### config.mk
export PLATFORM = sky130hd
export DESIGN_NAME = load_aligner
export DESIGN_NICKNAME = d
export VERILOG_FILES = /design/src/rtl/la_pkg.sv /design/src/rtl/la_decode.sv /design/src/rtl/la_merge.sv /design/src/rtl/la_seq.sv /design/src/rtl/load_aligner.sv
export SDC_FILE = /design/constraint.sdc
export NUM_CORES = 1
export LEC_CHECK = 0
export BUFFER_PORTS_ARGS = -buffer_cell sky130_fd_sc_hd__buf_2
export CORE_MARGIN = 3
export CORE_UTILIZATION = 40
export CTS_CLUSTER_DIAMETER = 80
export CTS_CLUSTER_SIZE = 14
export DETAILED_ROUTE_END_ITERATION = 16
export PLACE_DENSITY = 0.69
export REMOVE_ABC_BUFFERS = 1
export SLEW_MARGIN = 15
export SYNTH_ARGS = -nofsm -noshare
export SYNTH_HDL_FRONTEND = slang
export SYNTH_SLANG_ARGS = --single-unit
### constraint.sdc
create_clock -name clk -period 1.8 [get_ports clk]
set_input_delay 0.18 -clock clk [delete_from_list [all_inputs] [get_ports clk]]
set_output_delay 0.18 -clock clk [all_outputs]
set_load 0.01 [all_outputs]
### src/rtl/la_pkg.sv
package la_pkg;

  typedef enum logic [1:0] {
    SZ_BYTE = 2'd0,
    SZ_HALF = 2'd1,
    SZ_WORD = 2'd2,
    SZ_BAD  = 2'd3
  } ld_size_e;

  typedef enum logic [1:0] {
    ST_IDLE = 2'd0,
    ST_REQ1 = 2'd1,
    ST_GET1 = 2'd2,
    ST_GET2 = 2'd3
  } ld_state_e;

  function automatic logic [3:0] size_to_bytes(input ld_size_e sz);
    case (sz)
      SZ_BYTE: return 4'd1;
      SZ_HALF: return 4'd2;
      SZ_WORD: return 4'd4;
      default: return 4'd0;
    endcase
  endfunction

endpackage

### src/rtl/la_decode.sv
module la_decode
  import la_pkg::*;
#(
  parameter int ADDR_W = 16,
  parameter int BYTES  = 4,
  localparam int OFF_W   = $clog2(BYTES),
  localparam int WADDR_W = ADDR_W - OFF_W
) (
  input  logic [ADDR_W-1:0]  addr,
  input  logic [1:0]         size,
  output logic [WADDR_W-1:0] waddr,
  output logic [OFF_W-1:0]   off,
  output logic [3:0]         nbytes,
  output logic               split,
  output logic               illegal
);
  localparam logic [4:0] LANES = 5'(BYTES);

  logic [4:0] end_pos;

  always_comb begin
    waddr   = addr[ADDR_W-1:OFF_W];
    off     = addr[OFF_W-1:0];
    nbytes  = size_to_bytes(ld_size_e'(size));
    illegal = (ld_size_e'(size) == SZ_BAD);
    end_pos = 5'(off) + 5'(nbytes);
    split   = !illegal && (end_pos > LANES);
  end

endmodule

### src/rtl/la_merge.sv
module la_merge #(
  parameter int BYTES = 4,
  localparam int DATA_W = BYTES * 8,
  localparam int OFF_W  = $clog2(BYTES)
) (
  input  logic [DATA_W-1:0] lo_word,
  input  logic [DATA_W-1:0] hi_word,
  input  logic [OFF_W-1:0]  off,
  input  logic [3:0]        nbytes,
  output logic [DATA_W-1:0] result
);
  logic [2*DATA_W-1:0] pair;
  logic [2*DATA_W-1:0] shifted;

  always_comb begin
    pair    = {hi_word, lo_word};
    shifted = pair >> {off, 3'b000};
  end

  for (genvar g = 0; g < BYTES; g++) begin : g_lane
    localparam logic [3:0] LANE = 4'(g);
    assign result[g*8 +: 8] = (LANE < nbytes) ? shifted[g*8 +: 8] : 8'h00;
  end

endmodule

### src/rtl/la_seq.sv
module la_seq
  import la_pkg::*;
#(
  parameter int ADDR_W = 16,
  parameter int BYTES  = 4,
  localparam int DATA_W  = BYTES * 8,
  localparam int OFF_W   = $clog2(BYTES),
  localparam int WADDR_W = ADDR_W - OFF_W
) (
  input  logic               clk,
  input  logic               rst,
  input  logic               req_valid,
  input  logic [WADDR_W-1:0] dec_waddr,
  input  logic [OFF_W-1:0]   dec_off,
  input  logic [3:0]         dec_nbytes,
  input  logic               dec_split,
  input  logic               dec_illegal,
  input  logic [DATA_W-1:0]  mem_rd_data,
  input  logic [DATA_W-1:0]  merged,
  output logic               req_ready,
  output logic               mem_rd_en,
  output logic [WADDR_W-1:0] mem_rd_addr,
  output logic [DATA_W-1:0]  merge_lo,
  output logic [DATA_W-1:0]  merge_hi,
  output logic [OFF_W-1:0]   cur_off,
  output logic [3:0]         cur_nbytes,
  output logic               rsp_done,
  output logic [DATA_W-1:0]  rsp_data,
  output logic               rsp_illegal
);
  ld_state_e         state;
  logic              split_q;
  logic [DATA_W-1:0] lo_q;

  assign req_ready = (state == ST_IDLE) && !rsp_done;

  always_comb begin
    if (state == ST_GET2) begin
      merge_lo = lo_q;
      merge_hi = mem_rd_data;
    end else begin
      merge_lo = mem_rd_data;
      merge_hi = '0;
    end
  end

  always_ff @(posedge clk) begin
    if (rst) begin
      state       <= ST_IDLE;
      mem_rd_en   <= 1'b0;
      mem_rd_addr <= '0;
      cur_off     <= '0;
      cur_nbytes  <= '0;
      split_q     <= 1'b0;
      lo_q        <= '0;
      rsp_done    <= 1'b0;
      rsp_data    <= '0;
      rsp_illegal <= 1'b0;
    end else begin
      rsp_done    <= 1'b0;
      rsp_illegal <= 1'b0;
      case (state)
        ST_IDLE: begin
          if (req_valid && req_ready) begin
            if (dec_illegal) begin
              rsp_done    <= 1'b1;
              rsp_illegal <= 1'b1;
              rsp_data    <= '0;
            end else begin
              mem_rd_en   <= 1'b1;
              mem_rd_addr <= dec_waddr;
              cur_off     <= dec_off;
              cur_nbytes  <= dec_nbytes;
              split_q     <= dec_split;
              state       <= ST_REQ1;
            end
          end
        end
        ST_REQ1: begin
          if (split_q) begin
            mem_rd_en   <= 1'b1;
            mem_rd_addr <= mem_rd_addr + 1'b1;
          end else begin
            mem_rd_en <= 1'b0;
          end
          state <= ST_GET1;
        end
        ST_GET1: begin
          mem_rd_en <= 1'b0;
          lo_q      <= mem_rd_data;
          if (split_q) begin
            state <= ST_GET2;
          end else begin
            rsp_done <= 1'b1;
            rsp_data <= merged;
            state    <= ST_IDLE;
          end
        end
        ST_GET2: begin
          rsp_done <= 1'b1;
          rsp_data <= merged;
          state    <= ST_IDLE;
        end
        default: state <= ST_IDLE;
      endcase
    end
  end

endmodule

### src/rtl/load_aligner.sv
module load_aligner #(
  parameter int ADDR_W = 16,
  parameter int DATA_W = 32,
  localparam int BYTES   = DATA_W / 8,
  localparam int OFF_W   = $clog2(BYTES),
  localparam int WADDR_W = ADDR_W - OFF_W
) (
  input  logic               clk,
  input  logic               rst,
  input  logic               req_valid,
  input  logic [ADDR_W-1:0]  req_addr,
  input  logic [1:0]         req_size,
  output logic               req_ready,
  output logic               mem_rd_en,
  output logic [WADDR_W-1:0] mem_rd_addr,
  input  logic [DATA_W-1:0]  mem_rd_data,
  output logic               rsp_done,
  output logic [DATA_W-1:0]  rsp_data,
  output logic               rsp_illegal
);
  logic [WADDR_W-1:0] dec_waddr;
  logic [OFF_W-1:0]   dec_off;
  logic [3:0]         dec_nbytes;
  logic               dec_split;
  logic               dec_illegal;
  logic [DATA_W-1:0]  merge_lo;
  logic [DATA_W-1:0]  merge_hi;
  logic [OFF_W-1:0]   cur_off;
  logic [3:0]         cur_nbytes;
  logic [DATA_W-1:0]  merged;

  la_decode #(.ADDR_W(ADDR_W), .BYTES(BYTES)) u_decode (
    .addr    (req_addr),
    .size    (req_size),
    .waddr   (dec_waddr),
    .off     (dec_off),
    .nbytes  (dec_nbytes),
    .split   (dec_split),
    .illegal (dec_illegal)
  );

  la_seq #(.ADDR_W(ADDR_W), .BYTES(BYTES)) u_seq (
    .clk         (clk),
    .rst         (rst),
    .req_valid   (req_valid),
    .dec_waddr   (dec_waddr),
    .dec_off     (dec_off),
    .dec_nbytes  (dec_nbytes),
    .dec_split   (dec_split),
    .dec_illegal (dec_illegal),
    .mem_rd_data (mem_rd_data),
    .merged      (merged),
    .req_ready   (req_ready),
    .mem_rd_en   (mem_rd_en),
    .mem_rd_addr (mem_rd_addr),
    .merge_lo    (merge_lo),
    .merge_hi    (merge_hi),
    .cur_off     (cur_off),
    .cur_nbytes  (cur_nbytes),
    .rsp_done    (rsp_done),
    .rsp_data    (rsp_data),
    .rsp_illegal (rsp_illegal)
  );

  la_merge #(.BYTES(BYTES)) u_merge (
    .lo_word (merge_lo),
    .hi_word (merge_hi),
    .off     (cur_off),
    .nbytes  (cur_nbytes),
    .result  (merged)
  );

endmodule

==> results of run 1 <==
[cells by family after synthesis]
logic type / count (synthesis)
and+or+nand+nor: 131
adders and majority gates: 9
muxes: 94
AOI/OAI and AO/OA: 140
buffers and inverters: 50
DFF: 89
[where the power goes]
group / leakage, nW / internal, mW / switching (mW)
Sequential: 0.723 / 2.25 / 0.286
Combinational: 1.65 / 1.60 / 1.74
Clock: 0.154 / 1.13 / 0.827
Total: 2.53 / 4.98 / 2.86
[cell type report]
cell class,instances,area [sq um],share of cell area
multi-input cells,374,3060,0.477
flip-flops and latches,89,1790,0.279
repair buffers,156,990,0.154
clock buffers,10,239,0.0373
well taps,168,210,0.0328
clock inverters,6,70.1,0.0109
inverters,11,48.8,0.00761
diodes,1,2.50,0.000390
[repair_timing]
action,4_1_cts,5_1_grt
pin swaps,1,3
buffers inserted,2,5
gates resized for setup,11,17
setup endpoints to repair,45,31
[per-stage QoR]
step,TNS [ps],hold WS (ps),instance area [sq um],instances,setup slack [ps]
after floorplan,-62350,249,4770,474,-1550
after global placement,0,431,5940,792,14.7
after detailed placement,-3220,440,5940,792,-104
after CTS,-24.7,73.4,6310,810,-24.7
after global routing,-649,79.0,6410,814,-72.7
final,0,80.1,6410,815,11.8
[flip-flops by register name (all words and copies together), names as in the netlist]
register,cells
u_seq.cur_off,2
u_seq.state,2
u_seq.rsp_done,1
u_seq.rsp_data,32
u_seq.mem_rd_en,1
u_seq.cur_nbytes,3
u_seq.mem_rd_addr,14
u_seq.rsp_illegal,1
u_seq.split_q,1
u_seq.lo_q,32
[worst register-to-register path, cell delays in order, from the launching register on]
cell	delay [ps]
dfxtp_4	370
buf_4	140
ha_4	160
buf_4	150
nor2_4	130
a2111oi_4	50
buf_4	170
and2b_1	180
buf_12	140
a22o_1	180
[metal layers]
layer	track usage	vias up
met4	0.0543	2
met2	0.333	181
met5	0	-
met1	0.254	2210
li1	-	2211
met3	0.0694	17
[cells in the mapped netlist, drive strengths merged, types with 3 or more instances]
master   number
a211oi        7
inv          10
a31oi         5
nor3          4
nand3        20
a311oi        4
and2          8
a2bb2oi       4
mux2          8
o31ai         9
o31a          6
nand3b        3
nor2b         6
o41ai         3
dfxtp        89
mux2i        74
ha            8
nor2         48
a21oi        21
nand2        20
and3b         3
mux4         12
o21a          6
buf          29
o32ai         7
o22ai        13
nor4          3
nand2b        5
o21ai         9
a22o         24
nand4         5
o2bb2ai       9
clkbuf       10
[final timing paths]
check | to | depth (start not counted) | slack (ps)
setup reg to reg | u_seq.rsp_data[16] | 9 | 10
setup / recovery | u_seq.rsp_data[16] | 9 | 10
hold / removal | u_seq.lo_q[31] | 3 | 80
hold reg to reg | u_seq.rsp_data[7] | 1 | 460
==> impl_metrics.py, run 1 <==
metrics = {
    "run_status": {
        "status": "finished clean",
    },
    "synth": {
        "synth.area.mux_share": 0.222,
        "synth_compound_area_frac": 0.217,
        "avgSynthCellArea_sq_um": 9.68,
        "yosysTopAreaCell": "dfxtp_1",
        "synth_xor_area_frac": 0,
        "ys_types": 59,
        "async_reset_ff_frac": 0,
        "yosys-top-cells-area": "dfxtp_1 (36%), mux2i_1 (15%), mux4_2 (5.4%)",
        "seq_area_frac_synth": 0.359,
        "synth.top_cell.area_share": 0.359,
        "ys_ff_latch": 89,
        "synth_adder_area_share": 0.0242,
        "synthFlopType": "dfxtp_1",
        "synth_simple_gate_area_frac": 0.131,
        "synth_top_family_by_area": "multiplexers",
        "synth_edf_count": 0,
        "syn_area_sq_um": 4970,
        "ys_warn_count": 0,
        "syn-instance-count": 513,
    },
    "timing": {
        "fin_crit_ps": 1790,
        "slew_violations": 0,
        "worst_slew_pin_slew_ps": 498,
        "finalCritPeriodShare": 0.993,
        "relSlewSlack": 0.668,
        "hold_violations": 0,
        "fin_skew_ps": 8.54,
        "setup_viol": 0,
        "fmax_ghz": 0.559,
        "rsz0062_at_grt": "yes",
    },
    "grt": {
        "grt_pass1_wl_mm": 23.0,
        "grt.overflow.total": 0,
        "grt.total_usage": 0.202,
        "antenna_found_initial": 1,
        "grt_pass1_vias": 4614,
        "grt_start_max_net_pins": 33,
    },
    "routing": {
        "detail-route-antenna-nets": 0,
        "routed_wl_mm": 14.0,
        "dr_wl_met3_mm": 1.14,
        "first_pass_iters": 4,
        "vias": 4621,
        "detail_route.wl_per_cell_microns": 17.2,
        "first_iter_violations": 380,
        "drc": 0,
        "topRoutingLayerUsed": "met5",
        "dr_wl_met2_mm": 6.77,
        "via_per_inst": 5.67,
        "met1_length_mm": 5.94,
    },
    "placement": {
        "dp_hpwl_mm": 10.0,
        "place.gp.congestion": 0.875,
        "io_buffers": 102,
    },
    "clock_network": {
        "clockRootBuffer": "clkbuf_16",
        "cts_buffers": 9,
        "path_clk_slew_ps": 70,
        "h-tree-depth": 3,
        "ctsLongestPathBuffers": 2,
        "cts.sinks": 89,
        "cts_tree": "done",
        "insertion_delay_ps": 350,
        "postCtsHoldBufs": 0,
    },
    "finish": {
        "final_nets": 703,
        "fillers": 1073,
        "final_util": 0.531,
        "drive_above_1_share": 0.341,
        "mostFrequentLayoutCells": "buf_2 (102), dfxtp_1 (86), mux2i_1 (71)",
        "areaGrowthSynthToFinish_pct": 29.1,
        "final_common_cell": "buf_2",
    },
    "worst_setup_path": {
        "cp-startpoint": "u_seq.state[1]",
        "worst_path_max_delay_cell": "dfxtp_4",
        "arrival_ps": 2030,
        "worstPathBufferInverterCount": 4,
        "crit_path_frequent_cell": "buf_4",
        "r2r_start": "u_seq.state[1]",
        "cp_slowest_stage_delay_ps": 370,
        "worst_setup_path_start_kind": "register",
        "worst_ep_required_time_ps": 2040,
        "critPathKind": "register to register",
        "end_kind": "register",
        "critPathMaxFanout": 8,
        "cp_cell_sequence": "buf_4, ha_4, buf_4, nor2_4, a2111oi_4, buf_4, and2b_1, buf_12, a22o_1",
        "crit_family": "buffers and inverters",
    },
    "power_and_ir_drop": {
        "power.density_nw_per_um2": 1220,
        "finalPower_mw": 7.84,
        "ir_drop_uv": 908,
        "p_leak_nw": 2.53,
    },
    "hold_path": {
        "hp-start": "mem_rd_data[31]",
        "holdCritPathClass": "input pin to register",
    },
    "floorplan": {
        "io_pins": 103,
        "core_area_sq_um": 12100,
        "die_y_microns": 117,
        "start_util": 0.412,
        "die_w_microns": 117,
        "die_area_sq_um": 13800,
        "placementRows": 40,
    },
    "flow_run": {
        "maxCapViolCount": 0,
    },
}
(Power assumes the default switching activity.)
==> run 2: changes to the inputs <==
--- a/config.mk
+++ b/config.mk
@@ -7,11 +7,13 @@
 export LEC_CHECK = 0
 export BUFFER_PORTS_ARGS = -buffer_cell sky130_fd_sc_hd__buf_2
 export CORE_MARGIN = 3
-export CORE_UTILIZATION = 40
+export CORE_UTILIZATION = 52
+export CTS_BUF_LIST = sky130_fd_sc_hd__clkbuf_4
 export CTS_CLUSTER_DIAMETER = 80
 export CTS_CLUSTER_SIZE = 14
 export DETAILED_ROUTE_END_ITERATION = 16
-export PLACE_DENSITY = 0.69
+export HOLD_SLACK_MARGIN = 0.05
+export PLACE_DENSITY = 0.84
 export REMOVE_ABC_BUFFERS = 1
 export SLEW_MARGIN = 15
 export SYNTH_ARGS = -nofsm -noshare
==> impl_metrics.py, run 2 (synthesis results as in run 1) <==
metrics = {
    "clock_network": {
        "path_clk_slew_ps": 150,
        "clockRootBuffer": "clkbuf_4",
        "cts.sinks": 89,
        "cts_buffers": 9,
        "ctsLongestPathBuffers": 2,
        "cts_tree": "done",
        "insertion_delay_ps": 480,
        "h-tree-depth": 3,
    },
    "worst_setup_path": {
        "arrival_ps": 2180,
        "worst_ep_required_time_ps": 2210,
        "worst_path_max_delay_cell": "dfxtp_4",
        "worst_setup_path_start_kind": "register",
        "critPathMaxFanout": 5,
        "cp_slowest_stage_delay_ps": 400,
        "critPathKind": "register to register",
        "end_kind": "register",
        "crit_path_frequent_cell": "buf_4",
        "cp_cell_sequence": "inv_4, ha_4, buf_6, nor2_4, a2111oi_4, buf_4, and2_4, buf_4, a22o_1",
    },
    "floorplan": {
        "start_util": 0.537,
        "core_area_sq_um": 9240,
        "die_w_microns": 104,
        "die_y_microns": 104,
        "die_area_sq_um": 10800,
        "placementRows": 35,
        "io_pins": 103,
    },
    "routing": {
        "routed_wl_mm": 14.8,
        "via_per_inst": 6.12,
        "detail-route-antenna-nets": 0,
        "detail_route.wl_per_cell_microns": 18.4,
        "first_pass_iters": 5,
        "vias": 4899,
        "drc": 0,
        "first_iter_violations": 260,
    },
    "power_and_ir_drop": {
        "power_frac_clock": 0.157,
        "switching_share": 0.405,
        "ir_drop_uv": 702,
        "switchingPower_mw": 2.78,
        "p_seq_frac": 0.371,
        "p_int_mw": 4.09,
        "power.density_nw_per_um2": 1060,
        "p_leak_nw": 2.57,
        "pwr-share-comb": 0.472,
    },
    "timing": {
        "slew_violations": 0,
        "relSlewSlack": 0.632,
        "setup_viol": 0,
        "hold_violations": 0,
        "fmax_ghz": 0.566,
        "worst_slew_pin_slew_ps": 551,
        "finalCritPeriodShare": 0.982,
        "fin_setup_tns_ps": 0,
        "rsz0062_at_grt": "yes",
        "fin_skew_ps": 26.5,
        "fin_crit_ps": 1770,
    },
    "finish": {
        "mostFrequentLayoutCells": "buf_2 (102), dfxtp_1 (86), mux2i_1 (67)",
        "areaGrowthSynthToFinish_pct": 30.6,
        "drive_above_1_share": 0.323,
        "largestRegisters": "u_seq.lo_q: 32 flops, u_seq.rsp_data: 32 flops, u_seq.mem_rd_addr: 14 flops",
        "final_nets": 729,
        "final_util": 0.702,
        "final_common_cell": "buf_2",
        "fin_cells": 801,
        "antenna_cells": 0,
    },
    "placement": {
        "place_inst": 746,
        "io_buffers": 102,
        "place.gp.congestion": 0.918,
        "dp_hpwl_mm": 9.72,
    },
    "run_status": {
        "status": "finished clean",
    },
    "grt": {
        "grt_pass1_vias": 4898,
        "grt.overflow.total": 0,
        "grt_pass1_wl_mm": 23.6,
        "grt.total_usage": 0.266,
        "antenna_found_initial": 0,
        "grt_start_max_net_pins": 33,
    },
    "hold_path": {
        "holdCritPathClass": "input pin to register",
    },
    "flow_run": {
        "maxCapViolCount": 0,
    },
}
-- run 2: cell count changes in the layout (fill, tap and decap cells not counted), moves of 2 or more --
cell / before / now
inv_4: 0 / 2
buf_4: 46 / 33
buf_6: 3 / 5
ha_2: 0 / 2
clkbuf_16: 9 / 0
mux2i_1: 71 / 67
dlygate4sd3_1: 0 / 37
ha_4: 5 / 3
mux2i_2: 3 / 7
clkbuf_4: 0 / 9
-- run 2: worst paths after layout --
kind	start	to	slack, ps	depth (start not counted)
worst max register to register	u_seq.state[0]	u_seq.rsp_data[26]	30	9
worst max-delay path	u_seq.state[0]	u_seq.rsp_data[26]	30	9
worst min-delay path	rst	u_seq.lo_q[30]	70	2
worst min register to register	u_seq.rsp_data[5]	u_seq.rsp_data[5]	480	1
-- run 2: layout make-up --
| cell class | instances | area [sq um] |
|---|---|---|
| well taps | 129 | 161 |
| clock buffers | 9 | 67.6 |
| inverters | 11 | 46.3 |
| multi-input cells | 374 | 3080 |
| repair buffers | 182 | 1280 |
| fillers | 648 | 2760 |
| flip-flops and latches | 89 | 1790 |
| clock inverters | 7 | 58.8 |
-- run 2: routing by layer --
layer / routed length (microns) / up-vias / GRT usage / part of all wire
met5: 0 / - / 0 / 0
met4: 578 / 0 / 0.146 / 0.039
met3: 938 / 56 / 0.0411 / 0.064
met2: 7280 / 253 / 0.451 / 0.49
met1: 5980 / 2325 / 0.324 / 0.40
li1: - / 2265 / - / -
-- run 2: timing repair --
action | in CTS | in global routing
gates resized for setup | 14 | 24
pin swaps | 1 | 1
buffers inserted | 1 | 1
setup endpoints to repair | 41 | 29
hold buffers | 37 | 0
hold endpoints to repair | 37 | 0
-- run 2: power by group through the flow --
stage               clock network (mW)  registers, mW  logic (mW)
finish                            1.08           2.55        3.25
global route                      1.19           2.58        3.52
CTS                               1.10           2.51        3.08
detailed placement                   0           2.54        2.95
global placement                     0           2.52        2.89
floorplan                            0           2.62        1.73
-- run 2: critical path: cells and delay by family, from the launching register on --
kind	cells	cell delay, ps
buffers and inverters	4	520
AOI/OAI and AO/OA	2	440
DFF	1	400
and+or+nand+nor	2	200
adders and majority gates	1	140
-- run 2: per-stage QoR --
stage               cell area (sq um)  power (mW)  setup slack [ps]  hold slack, ps
finish                           6480        6.88              32.4            74.8
global route                     6480        7.30             -68.5            75.1
CTS                              6370        6.68              4.33            51.6
detailed placement               5820        5.49             -85.2             437
global placement                 5820        5.41             -11.0             430
floorplan                        4770        4.36             -1550             249
